File: src/rtl/mac_long_unit.sv
module mac_long_unit #(
  parameter int ALIAS_MODE = 0
) (
  input  logic        clk,
  input  logic        rst_n,
  input  logic        in_valid,
  output logic        in_ready,
  input  logic [31:0] insn,
  input  logic [31:0] rn_val,
  input  logic [31:0] rm_val,
  input  logic [31:0] lo_val,
  input  logic [31:0] hi_val,
  input  logic [1:0]  cv_in,
  input  logic        cond_pass,
  output logic        out_valid,
  output logic [31:0] res_hi,
  output logic [31:0] res_lo,
  output logic [3:0]  dst_hi,
  output logic [3:0]  dst_lo,
  output logic        wr_hi,
  output logic        wr_lo,
  output logic [3:0]  flags_out,
  output logic        flags_we,
  output logic [1:0]  status
);
  localparam logic [1:0] ST_OK    = 2'b00;
  localparam logic [1:0] ST_UNDEF = 2'b01;
  localparam logic [1:0] ST_IDX15 = 2'b10;
  localparam logic [1:0] ST_ALIAS = 2'b11;

  logic take, is_cond, is_cmp, bad15, same_dst, commit;
  logic [3:0] f_rn, f_rm, f_hi, f_lo;
  logic [1:0] st_d;

  assign take    = in_valid & in_ready;
  assign is_cond = (insn[31:28] != 4'hF) && (insn[27:21] == 7'b0000111) && (insn[7:4] == 4'b1001);
  assign is_cmp  = (insn[31:20] == 12'hFBC) && (insn[7:4] == 4'b0000);

  assign f_rn = is_cmp ? insn[19:16] : insn[3:0];
  assign f_rm = is_cmp ? insn[3:0]   : insn[11:8];
  assign f_hi = is_cmp ? insn[11:8]  : insn[19:16];
  assign f_lo = insn[15:12];

  assign bad15    = (&f_rn) | (&f_rm) | (&f_hi) | (&f_lo);
  assign same_dst = (f_hi == f_lo);

  always_comb begin
    st_d   = ST_OK;
    commit = 1'b1;
    if (!(is_cond || is_cmp)) begin
      st_d   = ST_UNDEF;
      commit = 1'b0;
    end else if (bad15) begin
      st_d   = ST_IDX15;
      commit = 1'b0;
    end else if (same_dst) begin
      case (ALIAS_MODE)
        0:       begin st_d = ST_UNDEF; commit = 1'b0; end
        1:       begin st_d = ST_ALIAS; commit = 1'b0; end
        default: begin st_d = ST_ALIAS; commit = 1'b1; end
      endcase
    end
  end

  // stage 1: captured operands and decode
  logic        v1, we1, fs1;
  logic [31:0] a1, b1;
  logic [63:0] acc1;
  logic [1:0]  cv1, st1;
  logic [3:0]  dh1, dl1;
  // stage 2: product
  logic        v2, we2, fs2;
  logic [63:0] prod2, acc2;
  logic [1:0]  cv2, st2;
  logic [3:0]  dh2, dl2;

  logic [63:0] sum;
  assign sum = prod2 + acc2;

  always_ff @(posedge clk or negedge rst_n) begin
    if (!rst_n) begin
      in_ready  <= 1'b0;
      v1        <= 1'b0;
      v2        <= 1'b0;
      out_valid <= 1'b0;
      wr_hi     <= 1'b0;
      wr_lo     <= 1'b0;
      flags_we  <= 1'b0;
    end else begin
      in_ready  <= 1'b1;
      v1        <= take;
      v2        <= v1;
      out_valid <= v2;
      wr_hi     <= v2 & we2;
      wr_lo     <= v2 & we2;
      flags_we  <= v2 & fs2;
    end
  end

  always_ff @(posedge clk) begin
    a1    <= rn_val;
    b1    <= rm_val;
    acc1  <= {hi_val, lo_val};
    cv1   <= cv_in;
    st1   <= st_d;
    dh1   <= f_hi;
    dl1   <= f_lo;
    we1   <= commit & cond_pass;
    fs1   <= commit & cond_pass & is_cond & insn[20];

    prod2 <= {{32{a1[31]}}, a1} * {{32{b1[31]}}, b1};
    acc2  <= acc1;
    cv2   <= cv1;
    st2   <= st1;
    dh2   <= dh1;
    dl2   <= dl1;
    we2   <= we1;
    fs2   <= fs1;

    res_hi    <= sum[63:32];
    res_lo    <= sum[31:0];
    dst_hi    <= dh2;
    dst_lo    <= dl2;
    status    <= st2;
    flags_out <= {sum[63], (sum == 64'd0), cv2};
  end
endmodule

File: config.mk
export PLATFORM = sky130hd
export DESIGN_NAME = mac_long_unit
export DESIGN_NICKNAME = d
export VERILOG_FILES = /design/src/rtl/mac_long_unit.sv
export SDC_FILE = /design/constraint.sdc
export NUM_CORES = 2
export LEC_CHECK = 0
export ABC_AREA = 0
export BUFFER_PORTS_ARGS = -buffer_cell sky130_fd_sc_hd__buf_4
export CAP_MARGIN = 15
export CORE_MARGIN = 2
export CORE_UTILIZATION = 65
export CTS_BUF_LIST = sky130_fd_sc_hd__clkbuf_8
export DETAILED_ROUTE_END_ITERATION = 6
export PLACE_DENSITY = 0.84
export SYNTH_ARGS = -nofsm -noshare
export SYNTH_HDL_FRONTEND = slang
export SYNTH_SLANG_ARGS = --single-unit
File: constraint.sdc
create_clock -name clk -period 12.7 [get_ports clk]
set_clock_uncertainty 0.05 [all_clocks]
set_input_delay 0.635 -clock clk [delete_from_list [all_inputs] [get_ports clk]]
set_output_delay 0.635 -clock clk [all_outputs]
set_load 0.01 [all_outputs]
==> results.yml <==
outcome:
  status: "finished, final reports clean"
cts:
  cts_buffer_depth: 3
  clk_pin_slew_ns: 0.07
  clock_latency_ns: 0.73
  cts-root-buf: "clkbuf_8"
  cts_sinks: 367
  h-tree-depth: 2
  ctsResizeCount: 0
  cts_tree: "done"
  postCtsSetupRepairBufs: 0
  cts_buffers: 58
logic_synthesis:
  synth-async-reset-ratio_pct: 1.635
  synth_top_area_share_pct: 45.21
  synth-edff-count: 0
  synth_common_cells: "fa_1, inv_1, nand2_1"
  yosysWarnings: 0
  syn_nets: 6407
  synth_flop_cell: "dfxtp_1"
  synth_most_common_cell: "fa_1"
  netlist_top_cells_area: "fa_1, dfxtp_1, inv_1"
  synth.largest_area_cell: "fa_1"
  yosys_register_bits: 367
  synth_cell_types: 88
  synth_area_um2: 47950
  synth_area_per_cell_um2: 9.765
  synth_seq_area_share_pct: 15.38
  syn_inst: 4911
flow_run:
  cap_violations: 0
critical_path:
  critPathArrivalTime_ns: 9.70
  r2r-start: "b1[31]"
  r2r_slack_ns: 3.53
  ff2ff_path_depth: 25
  critPathLaunchType: "flip-flop"
  worstPathRequired_ns: 13.22
  end_kind: "flip-flop"
  critical_path_class: "flip-flop to flip-flop"
  regToRegEndpoint: "prod2[60]"
  crit_fanout: 13
drt:
  num_vias: 35560
  drcViolationCount: 0
  wl_per_cell_um: 21.11
  dr.pass1.iters: 6
  drtIter0Drc: 2623
  detail_route.wirelength_um: 130100
  vias_per_cell: 5.771
  antenna_left: 0
timing:
  min_period_ns: 9.172
  fmax_mhz: 109.0
  slew_headroom_pct: 31.59
  drv_slew: 0
  rsz0062_at_grt: "no"
  worst_pin_slew_ns: 1.026
  tns_ns: 0
  finalCritPeriodShare_pct: 72.22
  finalSetupViolations: 0
  finalHoldViolCount: 0
min_path:
  min-delay-start: "hi_val[23]"
  hold_end: "acc1[55]"
  hold_class: "primary input to flip-flop"
  worstHoldPathCells: 1
layout:
  layout-drive-gt1-share_pct: 8.575
  fin_nets: 6652
  final_area_um2: 52990
  syn_to_final_growth_pct: 10.50
global_route:
  grt_overflow: 0
  grt_pass1_wl_um: 207000
  grtUsageTotal_pct: 35.87
  antenna_found_initial: 3
  grt_pass1_vias: 39820
  grt_max_degree: 33
floorplanning:
  fp.dieH_um: 275.6
  io-pin-count: 249
  fp.coreArea_um2: 72960
  die_area_um2: 75960
  rows: 99
  die_x_um: 275.6
  initial_utilization_pct: 65.73
placement:
  place_area_um2: 50570
  place_congestion: 0.9482
  portBuffers: 248
  dp_hpwl_um: 98070
## critical path: stages (launching register included)
cell and delay (ns):
dfxtp_1 0.76, inv_1 0.43, buf_4 0.35, fa_1 0.54, inv_1 0.05, fa_1 0.52
inv_1 0.05, fa_1 0.48, fa_1 0.55, inv_1 0.05, fa_1 0.48, fa_1 0.56
fa_1 0.43, fa_1 0.45, ha_1 0.37, a21o_1 0.21, a21o_1 0.19, a21oi_1 0.26
nand3_1 0.11, o311ai_1 0.68, o31ai_1 0.31, a211oi_1 0.31, o21ai_1 0.17, a2111oi_0 0.42
o21bai_1 0.14, xor2_1 0.15
## routing by layer
| metal | track usage, % | up-vias | share of wire [%] |
|---|---|---|---|
| met1 | 39.52 | 17800 | 33 |
| met3 | 6.411 | 686 | 8.3 |
| met5 | 0 | - | 0 |
| met4 | 25.41 | 0 | 8.5 |
| li1 | - | 15150 | - |
| met2 | 62.81 | 1924 | 50 |
## final cells by class
| cell class | instances | area, um^2 |
|---|---|---|
| Antenna cell | 2 | 5.005 |
| Clock buffer | 72 | 991.0 |
| Clock inverter | 33 | 329.1 |
| Fill cell | 5045 | 19970 |
| Inverter | 1043 | 3915 |
| Multi-Input combinational cell | 3273 | 35770 |
| Sequential cell | 367 | 7390 |
| Tap cell | 959 | 1200 |
| Timing Repair Buffer | 413 | 3386 |
## timing repair
action / 4_1_cts / 5_1_grt
endpoints found under the hold margin: 111 / 0
endpoints found under the setup margin: 0 / 0
hold buffers: 106 / 0
## how the worst max path moves through the flow
stage | end | depth (start not counted) | from
2_1_floorplan | prod2[60] | 26 | a1[31]
3_3_place_gp | prod2[60] | 25 | b1[31]
3_5_place_dp | prod2[60] | 25 | b1[31]
4_1_cts | prod2[60] | 26 | a1[11]
5_1_grt | prod2[60] | 25 | b1[31]
6_report | prod2[60] | 25 | b1[31]
## per-stage QoR
stage	util, %	setup slack, ns	hold WS [ns]	std cells
detailed placement	69.32	3.631	0.2621	5948
global route	72.62	3.020	0.01068	6161
floorplan	-	4.989	0.2596	4911
global placement	69.32	3.737	0.2598	5948
CTS	72.58	3.590	0.006240	6159
finish	72.63	3.528	0.02821	6162
## cells in the final DEF (no fill, tap or decap), drive strengths merged, types with 6 or more instances in the layout
cell	instances
nand2	579
and3	21
a221oi	6
or4	11
xor2	37
dfxtp	361
a21oi	126
or3	6
nor3	20
nand4	31
nor4	8
o21a	25
o21bai	18
clkinvlp	6
fa	1083
a31o	7
a211o	6
nand3	37
o311ai	6
o31ai	7
dlygate4sd3	106
inv	1058
buf	307
ha	247
o221ai	6
a31oi	18
nand2b	22
nor2	107
and4	7
o21ai	63
and2	506
a211oi	28
clkbuf	72
clkinv	7
a21o	74
xnor2	92
dfrtp	6
## sequential cells by signal (all words and copies together) (netlist names), 4 cells and up
register   cells
dst_hi         4
dl2            4
flags_out      4
prod2         64
dl1            4
a1            32
b1            32
res_hi        31
dh2            4
acc1          64
res_lo        32
acc2          64
dh1            4
dst_lo         4
## kinds of logic (layout without fill, tap and decap cells)
| logic type | count (synthesis) | in the layout | share of synthesized area, % |
|---|---|---|---|
| xor+xnor | 129 | 129 | 2.356 |
| compound gates | 434 | 434 | 6.064 |
| mux | 5 | 5 | 0.1148 |
| simple gates | 1374 | 1374 | 14.40 |
| fa+ha+maj | 1330 | 1330 | 51.66 |
| flops | 367 | 367 | 15.38 |
| other cells | 1 | 3 | 0.007820 |
| buf+inv | 1271 | 1561 | 10.02 |
Power is not shown: default switching activity piles up to over one toggle a cycle in this logic, so the estimate is an artifact.
